$ cat src/rtl/txbd_pkg.sv
// Package: shared encodings for the transmit descriptor ring engine.
// Assumes 32-bit memory words and eight-byte descriptors.
package txbd_pkg;

    // Descriptor control word bit positions
    localparam int unsigned CTL_RDY_BIT  = 31;
    localparam int unsigned CTL_WRAP_BIT = 30;
    localparam int unsigned CTL_LAST_BIT = 29;
    localparam int unsigned LEN_W        = 16;
    localparam int unsigned WORD_W       = 32;
    localparam int unsigned BYTE_W       = 8;
    localparam int unsigned LANES        = WORD_W / BYTE_W;
    localparam int unsigned LANE_SEL_W   = $clog2(LANES);
    localparam int unsigned ALIGN_BITS   = 3;
    localparam int unsigned BD_STRIDE    = 8;
    localparam int unsigned ADDR_WORD_OFS = 4;

    // Command codes
    typedef enum logic [1:0] {
        CMD_NONE    = 2'd0,
        CMD_STOP    = 2'd1,
        CMD_GSTOP   = 2'd2,
        CMD_RESTART = 2'd3
    } cmd_e;

    // Sequencer states
    typedef enum logic [3:0] {
        S_FETCH0 = 4'd0,
        S_WAIT0  = 4'd1,
        S_FETCH1 = 4'd2,
        S_WAIT1  = 4'd3,
        S_RDB    = 4'd4,
        S_WAITB  = 4'd5,
        S_SEND   = 4'd6,
        S_CLOSE  = 4'd7,
        S_POLL   = 4'd8,
        S_HALT   = 4'd9
    } state_e;

endpackage

$ cat src/rtl/txbd_poll_timer.sv
// Module: one-shot down-counter that times the re-read of a descriptor
// that was not ready. A start pulse arms it; done is high in the single
// cycle where the count has run out. Assumes CYCLES >= 1.
module txbd_poll_timer #(
    parameter int unsigned CYCLES = 16
) (
    input  logic clk,
    input  logic rst_n,
    input  logic start,
    output logic done
);
    localparam int unsigned CW = $clog2(CYCLES + 1);

    logic          run;
    logic [CW-1:0] cnt;

    // Load on start, count down while running, stop at zero
    always_ff @(posedge clk) begin
        if (!rst_n) begin
            run <= 1'b0;
            cnt <= '0;
        end else if (start) begin
            run <= 1'b1;
            cnt <= CW'(CYCLES - 1);
        end else if (run) begin
            if (cnt == '0) run <= 1'b0;
            else           cnt <= cnt - 1'b1;
        end
    end

    // Expiry flag
    always_comb done = run && (cnt == '0);


    poll_range_chk: assert property (@(posedge clk) disable iff (!rst_n)
        run |-> (cnt <= CW'(CYCLES - 1)));

endmodule

$ cat src/rtl/txbd_lane_pick.sv
// Module: selects one byte lane out of a memory word (lane 0 = bits 7:0).
// Purely combinational; the lane count follows from the package widths.
module txbd_lane_pick
    import txbd_pkg::*;
(
    input  logic [WORD_W-1:0]     word,
    input  logic [LANE_SEL_W-1:0] sel,
    output logic [BYTE_W-1:0]     data
);
    logic [BYTE_W-1:0] lane [LANES];

    for (genvar g = 0; g < LANES; g++) begin : g_lane
        // Slice one lane out of the word
        always_comb lane[g] = word[g*BYTE_W +: BYTE_W];
    end

    // Steer the addressed lane to the output
    always_comb data = lane[sel];

endmodule

$ cat src/rtl/txbd_ring_engine.sv
// Module: transmit descriptor ring engine (top).
// Walks a ring of eight-byte descriptors in memory and streams each
// buffer byte by byte. Each descriptor is closed by clearing its ready
// flag. Handles stop, graceful stop and restart commands.
// Assumes: memory returns read data one cycle after a read request and
// always grants; ADDR_W <= 32; the base is a multiple of eight.
module txbd_ring_engine
    import txbd_pkg::*;
#(
    parameter int unsigned ADDR_W      = 32,
    parameter int unsigned POLL_CYCLES = 16,
    parameter logic [ADDR_W-1:0] BASE_RST = ADDR_W'(32'h100)
) (
    input  logic              clk,
    input  logic              rst_n,
    input  logic              cmd_valid,
    input  logic [1:0]        cmd_op,
    input  logic              base_wr,
    input  logic [ADDR_W-1:0] base_wdata,
    input  logic              ptr_wr,
    input  logic [ADDR_W-1:0] ptr_wdata,
    output logic              mem_req,
    output logic              mem_we,
    output logic [ADDR_W-1:0] mem_addr,
    output logic [WORD_W-1:0] mem_wdata,
    input  logic [WORD_W-1:0] mem_rdata,
    output logic              tx_valid,
    output logic [BYTE_W-1:0] tx_data,
    input  logic              tx_ready,
    output logic              buf_done,
    output logic              stopped,
    output logic [ADDR_W-1:0] cur_ptr
);
    localparam logic [ALIGN_BITS-1:0] ALIGN_ZERO = '0;

    state_e             state;
    logic [ADDR_W-1:0]  bd_ptr, base_q, dptr;
    logic [LEN_W-1:0]   cnt, len_q;
    logic               wrap_q, last_q, in_frame;
    logic               stop_pend, gs_pend;
    logic [BYTE_W-1:0]  byte_q, lane_byte;
    logic               poll_start, poll_done, halt_now, restart_cmd;

    // Command decode and halt condition
    always_comb begin
        restart_cmd = cmd_valid && (cmd_op == CMD_RESTART);
        halt_now    = stop_pend || (gs_pend && !in_frame);
        poll_start  = (state == S_WAIT0) && !mem_rdata[CTL_RDY_BIT];
    end

    txbd_poll_timer #(.CYCLES(POLL_CYCLES)) u_timer (
        .clk   (clk),
        .rst_n (rst_n),
        .start (poll_start),
        .done  (poll_done)
    );

    txbd_lane_pick u_lane (
        .word (mem_rdata),
        .sel  (dptr[LANE_SEL_W-1:0]),
        .data (lane_byte)
    );

    // Base register: always writable, forced to eight-byte alignment
    always_ff @(posedge clk) begin
        if (!rst_n)       base_q <= {BASE_RST[ADDR_W-1:ALIGN_BITS], ALIGN_ZERO};
        else if (base_wr) base_q <= {base_wdata[ADDR_W-1:ALIGN_BITS], ALIGN_ZERO};
    end

    // Pending stop requests: latched while running, cleared once halted
    always_ff @(posedge clk) begin
        if (!rst_n || state == S_HALT) begin
            stop_pend <= 1'b0;
            gs_pend   <= 1'b0;
        end else if (cmd_valid) begin
            if (cmd_op == CMD_STOP)  stop_pend <= 1'b1;
            if (cmd_op == CMD_GSTOP) gs_pend   <= 1'b1;
        end
    end

    // Descriptor sequencer
    always_ff @(posedge clk) begin
        if (!rst_n) begin
            state    <= S_FETCH0;
            bd_ptr   <= {BASE_RST[ADDR_W-1:ALIGN_BITS], ALIGN_ZERO};
            dptr     <= '0;
            cnt      <= '0;
            len_q    <= '0;
            wrap_q   <= 1'b0;
            last_q   <= 1'b0;
            in_frame <= 1'b0;
            byte_q   <= '0;
        end else begin
            case (state)
                S_FETCH0: state <= halt_now ? S_HALT : S_WAIT0;
                S_WAIT0: begin
                    if (mem_rdata[CTL_RDY_BIT]) begin
                        wrap_q   <= mem_rdata[CTL_WRAP_BIT];
                        last_q   <= mem_rdata[CTL_LAST_BIT];
                        len_q    <= mem_rdata[LEN_W-1:0];
                        cnt      <= mem_rdata[LEN_W-1:0];
                        in_frame <= 1'b1;
                        state    <= S_FETCH1;
                    end else begin
                        state <= S_POLL;
                    end
                end
                S_FETCH1: state <= S_WAIT1;
                S_WAIT1: begin
                    dptr  <= mem_rdata[ADDR_W-1:0];
                    state <= (cnt == '0) ? S_CLOSE : S_RDB;
                end
                S_RDB: state <= stop_pend ? S_HALT : S_WAITB;
                S_WAITB: begin
                    byte_q <= lane_byte;
                    dptr   <= dptr + 1'b1;
                    cnt    <= cnt - 1'b1;
                    state  <= S_SEND;
                end
                S_SEND: if (tx_ready) state <= (cnt == '0) ? S_CLOSE : S_RDB;
                S_CLOSE: begin
                    bd_ptr <= wrap_q ? base_q : bd_ptr + ADDR_W'(BD_STRIDE);
                    if (last_q) in_frame <= 1'b0;
                    state <= S_FETCH0;
                end
                S_POLL: if (halt_now || poll_done) state <= S_FETCH0;
                S_HALT: begin
                    if (ptr_wr) bd_ptr <= {ptr_wdata[ADDR_W-1:ALIGN_BITS], ALIGN_ZERO};
                    if (restart_cmd) begin
                        in_frame <= 1'b0;
                        state    <= S_FETCH0;
                    end
                end
                default: state <= S_HALT;
            endcase
        end
    end

    // Memory port drive per state
    always_comb begin
        mem_req   = 1'b0;
        mem_we    = 1'b0;
        mem_addr  = bd_ptr;
        mem_wdata = '0;
        case (state)
            S_FETCH0: mem_req = !halt_now;
            S_FETCH1: begin
                mem_req  = 1'b1;
                mem_addr = bd_ptr + ADDR_W'(ADDR_WORD_OFS);
            end
            S_RDB: begin
                mem_req  = !stop_pend;
                mem_addr = {dptr[ADDR_W-1:LANE_SEL_W], {LANE_SEL_W{1'b0}}};
            end
            S_CLOSE: begin
                mem_req   = 1'b1;
                mem_we    = 1'b1;
                mem_wdata = {1'b0, wrap_q, last_q, 13'd0, len_q};
            end
            default: ;
        endcase
    end

    // Output drive
    always_comb begin
        tx_valid = (state == S_SEND);
        tx_data  = byte_q;
        buf_done = (state == S_CLOSE);
        stopped  = (state == S_HALT);
        cur_ptr  = bd_ptr;
    end


    tx_hold_chk: assert property (@(posedge clk) disable iff (!rst_n)
        (tx_valid && !tx_ready) |=> (tx_valid && $stable(tx_data)));


    done_pulse_chk: assert property (@(posedge clk) disable iff (!rst_n)
        buf_done |=> !buf_done);


    close_write_chk: assert property (@(posedge clk) disable iff (!rst_n)
        buf_done |-> (mem_req && mem_we && !mem_wdata[CTL_RDY_BIT] && mem_addr == cur_ptr));


    ptr_ignore_chk: assert property (@(posedge clk) disable iff (!rst_n)
        (ptr_wr && !stopped && !buf_done) |=> (cur_ptr == $past(cur_ptr)));


    restart_chk: assert property (@(posedge clk) disable iff (!rst_n)
        (stopped && restart_cmd) |=> !stopped);


    halt_quiet_chk: assert property (@(posedge clk) disable iff (!rst_n)
        $rose(stopped) |-> (!tx_valid && !mem_req && !$past(tx_valid)));

endmodule

$ cat config.mk
export PLATFORM = sky130hd
export DESIGN_NAME = txbd_ring_engine
export DESIGN_NICKNAME = d
export VERILOG_FILES = /design/src/rtl/txbd_pkg.sv /design/src/rtl/txbd_poll_timer.sv /design/src/rtl/txbd_lane_pick.sv /design/src/rtl/txbd_ring_engine.sv
export SDC_FILE = /design/constraint.sdc
export NUM_CORES = 1
export LEC_CHECK = 0
export BUFFER_PORTS_ARGS = -buffer_cell sky130_fd_sc_hd__buf_4
export CAP_MARGIN = 20
export CORE_MARGIN = 3
export CORE_UTILIZATION = 54
export DETAILED_ROUTE_END_ITERATION = 12
export GPL_ROUTABILITY_DRIVEN = 0
export PLACE_DENSITY = 0.81
export REMOVE_ABC_BUFFERS = 1
export SLEW_MARGIN = 5
export SYNTH_ARGS = -nofsm -noshare
export SYNTH_HDL_FRONTEND = slang
export SYNTH_SLANG_ARGS = --single-unit
$ cat constraint.sdc
create_clock -name clk -period 2.7 [get_ports clk]
set_input_delay 0.675 -clock clk [delete_from_list [all_inputs] [get_ports clk]]
set_output_delay 0.675 -clock clk [all_outputs]
set_load 0.05 [all_outputs]
==> run summary <==
Reg2reg start: state[2]
Yosys reg bits: 145
Final net count: 1325
Pwr Total: 7500 uW
Die Height: 131 um
First-pass GRT wire length: 42.7 mm
Predominant post-synthesis flop cell: dfxtp_1
# hold bufs at CTS: 0
Worst path max stage delay: 360 ps
Vias per inst: 6.39
GRT Resource Usage Total: 0.317
Crit share post-route: 0.993
Total grt overflow: 0
Pleak: 0.00440 uW
Critical path, cell by cell: inv_2 > nor4_4 > buf_6 > clkbuf_16 > mux2_2 > buf_6
Top-level port count: 213
DP HPWL: 19.1 mm
Worst-path fanout max: 8
Drt pass-1 iters: 5
Reg2Reg Depth: 7
Largest net degree at the start of global routing: 84
RSZ-0062 raised after global routing: yes
Critical hold path startpoint: len_q[3]
DRC viols: 0
Num CTS Buffers: 17
Initial drt markers: 1038
Critical path class: register to primary output
Core Area: 14900 sq um
WL final: 28.0 mm
Arr. time, crit path: 2010 ps
EDFF count, synth: 0
Hold path depth: 2
Slew Limit Headroom: 0.503
Vias in the first global route: 8172
CTS tree: built
Commonest non-fill, non-tap cell in the layout: buf_4
Post-Syn Area per Cell: 8.07 sq um
Post-synthesis cell area: 8380 sq um
Layout area overhead: 29.1%
Antenna cells: 0
Die X: 131 um
Ys Warns: 0
Drt wl/cell: 19.8 um
Share of cells above drive strength 1: 0.272
Most frequent cells in the layout: 212 x buf_4, 142 x dfxtp_1, 121 x nand2_1
Clock Skew: 5.86 ps
Buffers on Ports: 187
Clock root cell: clkbuf_16
Cells after Synth: 1038
Finish-stage setup viols: 0
Outcome: finished clean
Kind of end point of the critical path: primary output
Pwr per Cell Area: 694 nW/um^2
Netlist cell types: 76
Fmax: 0.373 GHz
Detail Route Antenna Nets: 0
Full die area: 17000 sq um
Post-synth ARST share: 0
Most used cell along the critical path: buf_6
Yosys top cell by area: dfxtp_1
HP Class: register to register
Worst-path clk slew: 60 ps
Fin. max-slew vios: 0
CTS Buffer Depth: 2
Clock Latency Late Sink: 430 ps
Crit path required time: 2030 ps
Initial antenna violation count: 0
Max VDD drop: 0.000521 V
Crit path launch type: register
CTS sink count: 145
Area of placed instances: 9970 sq um
Fin. Hold Viols: 0
Starting Density: 0.563
Max-cap violations: 0
Critical-path top delay cell: mux2_2
Final Util: 0.727
Top-area cell type share of the netlist area: 0.347
Final Cell Area: 10800 sq um
Seq/Total Area, Yosys: 0.347
Vias: 9023
Crit path from: state[2]
Main area contributors after synthesis: dfxtp_1 35%, a21oi_1 6.7%, nand2_1 5.4%, mux2i_1 4.3%, mux2_2 3.8%
Worst slew pin tran: 739 ps
Cell Rows: 44
H-tree Lvls: 4
Fin crit period: 2680 ps
==> report_power, final <==
group	leakage, uW	internal [uW]	total (uW)	switching [uW]
clock	0.000299	1600	2560	963
combinational	0.00292	884	2290	1400
sequential	0.00118	2380	2650	271
==> cell usage after synthesis (25+ instances only) <==
master and instances:
and3_1 33, a31oi_1 25, a21oi_1 112, nor2_1 75, nand3_1 50, mux2_2 28
nand2_1 121, o21ai_0 47, dfxtp_1 145, mux2i_1 36, clkbuf_1 55, nand4_1 25
==> layer usage <==
layer  up-vias  global-route usage  routed length (um)
met2       586               0.492               12600
met3       103              0.0780                3060
li1       4135                   -                   -
met1      4199               0.424               11300
met5         -                   0                   0
met4         0               0.132                1100
==> timing repair <==
| action | 4_1_cts | 5_1_grt |
|---|---|---|
| setup endpoints to repair | 44 | 25 |
| setup buffers | 1 | 5 |
| resized for setup | 12 | 19 |
| cloned | 1 | 1 |
==> worst max-delay path, delay by kind of cell, from the launching register on <==
family                 cells  cell delay [ps]
buffers and inverters      4              590
muxes                      1              360
DFF                        1              350
and+or+nand+nor            1              280
==> flip-flops by register name, summed over array words and instances, names as in the netlist <==
register / cells
cnt: 16
tx_data: 8
dptr: 32
base_q: 29
state: 4
gs_pend: 1
last_q: 1
stop_pend: 1
wrap_q: 1
u_timer.cnt: 5
cur_ptr: 29
in_frame: 1
u_timer.run: 1
len_q: 16
==> metrics by stage <==
stage	setup WS [ps]	setup TNS, ps	hold WS [ps]	cells
after detailed placement	324	0	443	1373
after global placement	361	0	438	1373
after CTS	4.00	0	451	1407
after floorplan	-885	-39940	431	957
final	19.0	0	451	1413
after global routing	-22.8	-100	470	1413
==> path summary, 6_finish.rpt <==
kind | to | slack [ps]
worst max-delay path | mem_addr[21] | 20
worst min-delay path | len_q[3] | 450
worst max register to register | dptr[29] | 250
worst min register to register | len_q[3] | 450
==> cell type report <==
type	instances	area [sq um]
clock buffer	20	457
tap	184	230
inverter	20	76.3
fill	1145	4060
multi-input combinational	792	5000
sequential	145	2910
clock inverter	12	181
timing repair buffer	240	1960
==> kinds of logic after synthesis <==
kind of cell | after synthesis | share of synthesized area
AND/OR/NAND/NOR | 391 | 0.244
AO/OA/AOI/OAI | 278 | 0.206
flip-flops | 145 | 0.347
buffers and inverters | 119 | 0.0651
multiplexers | 72 | 0.102
XOR/XNOR | 27 | 0.0282
adder cells (fa/ha/maj) | 5 | 0.00747
other | 1 | 0.000448
No activity file was read; power rests on OpenSTA's default activity.
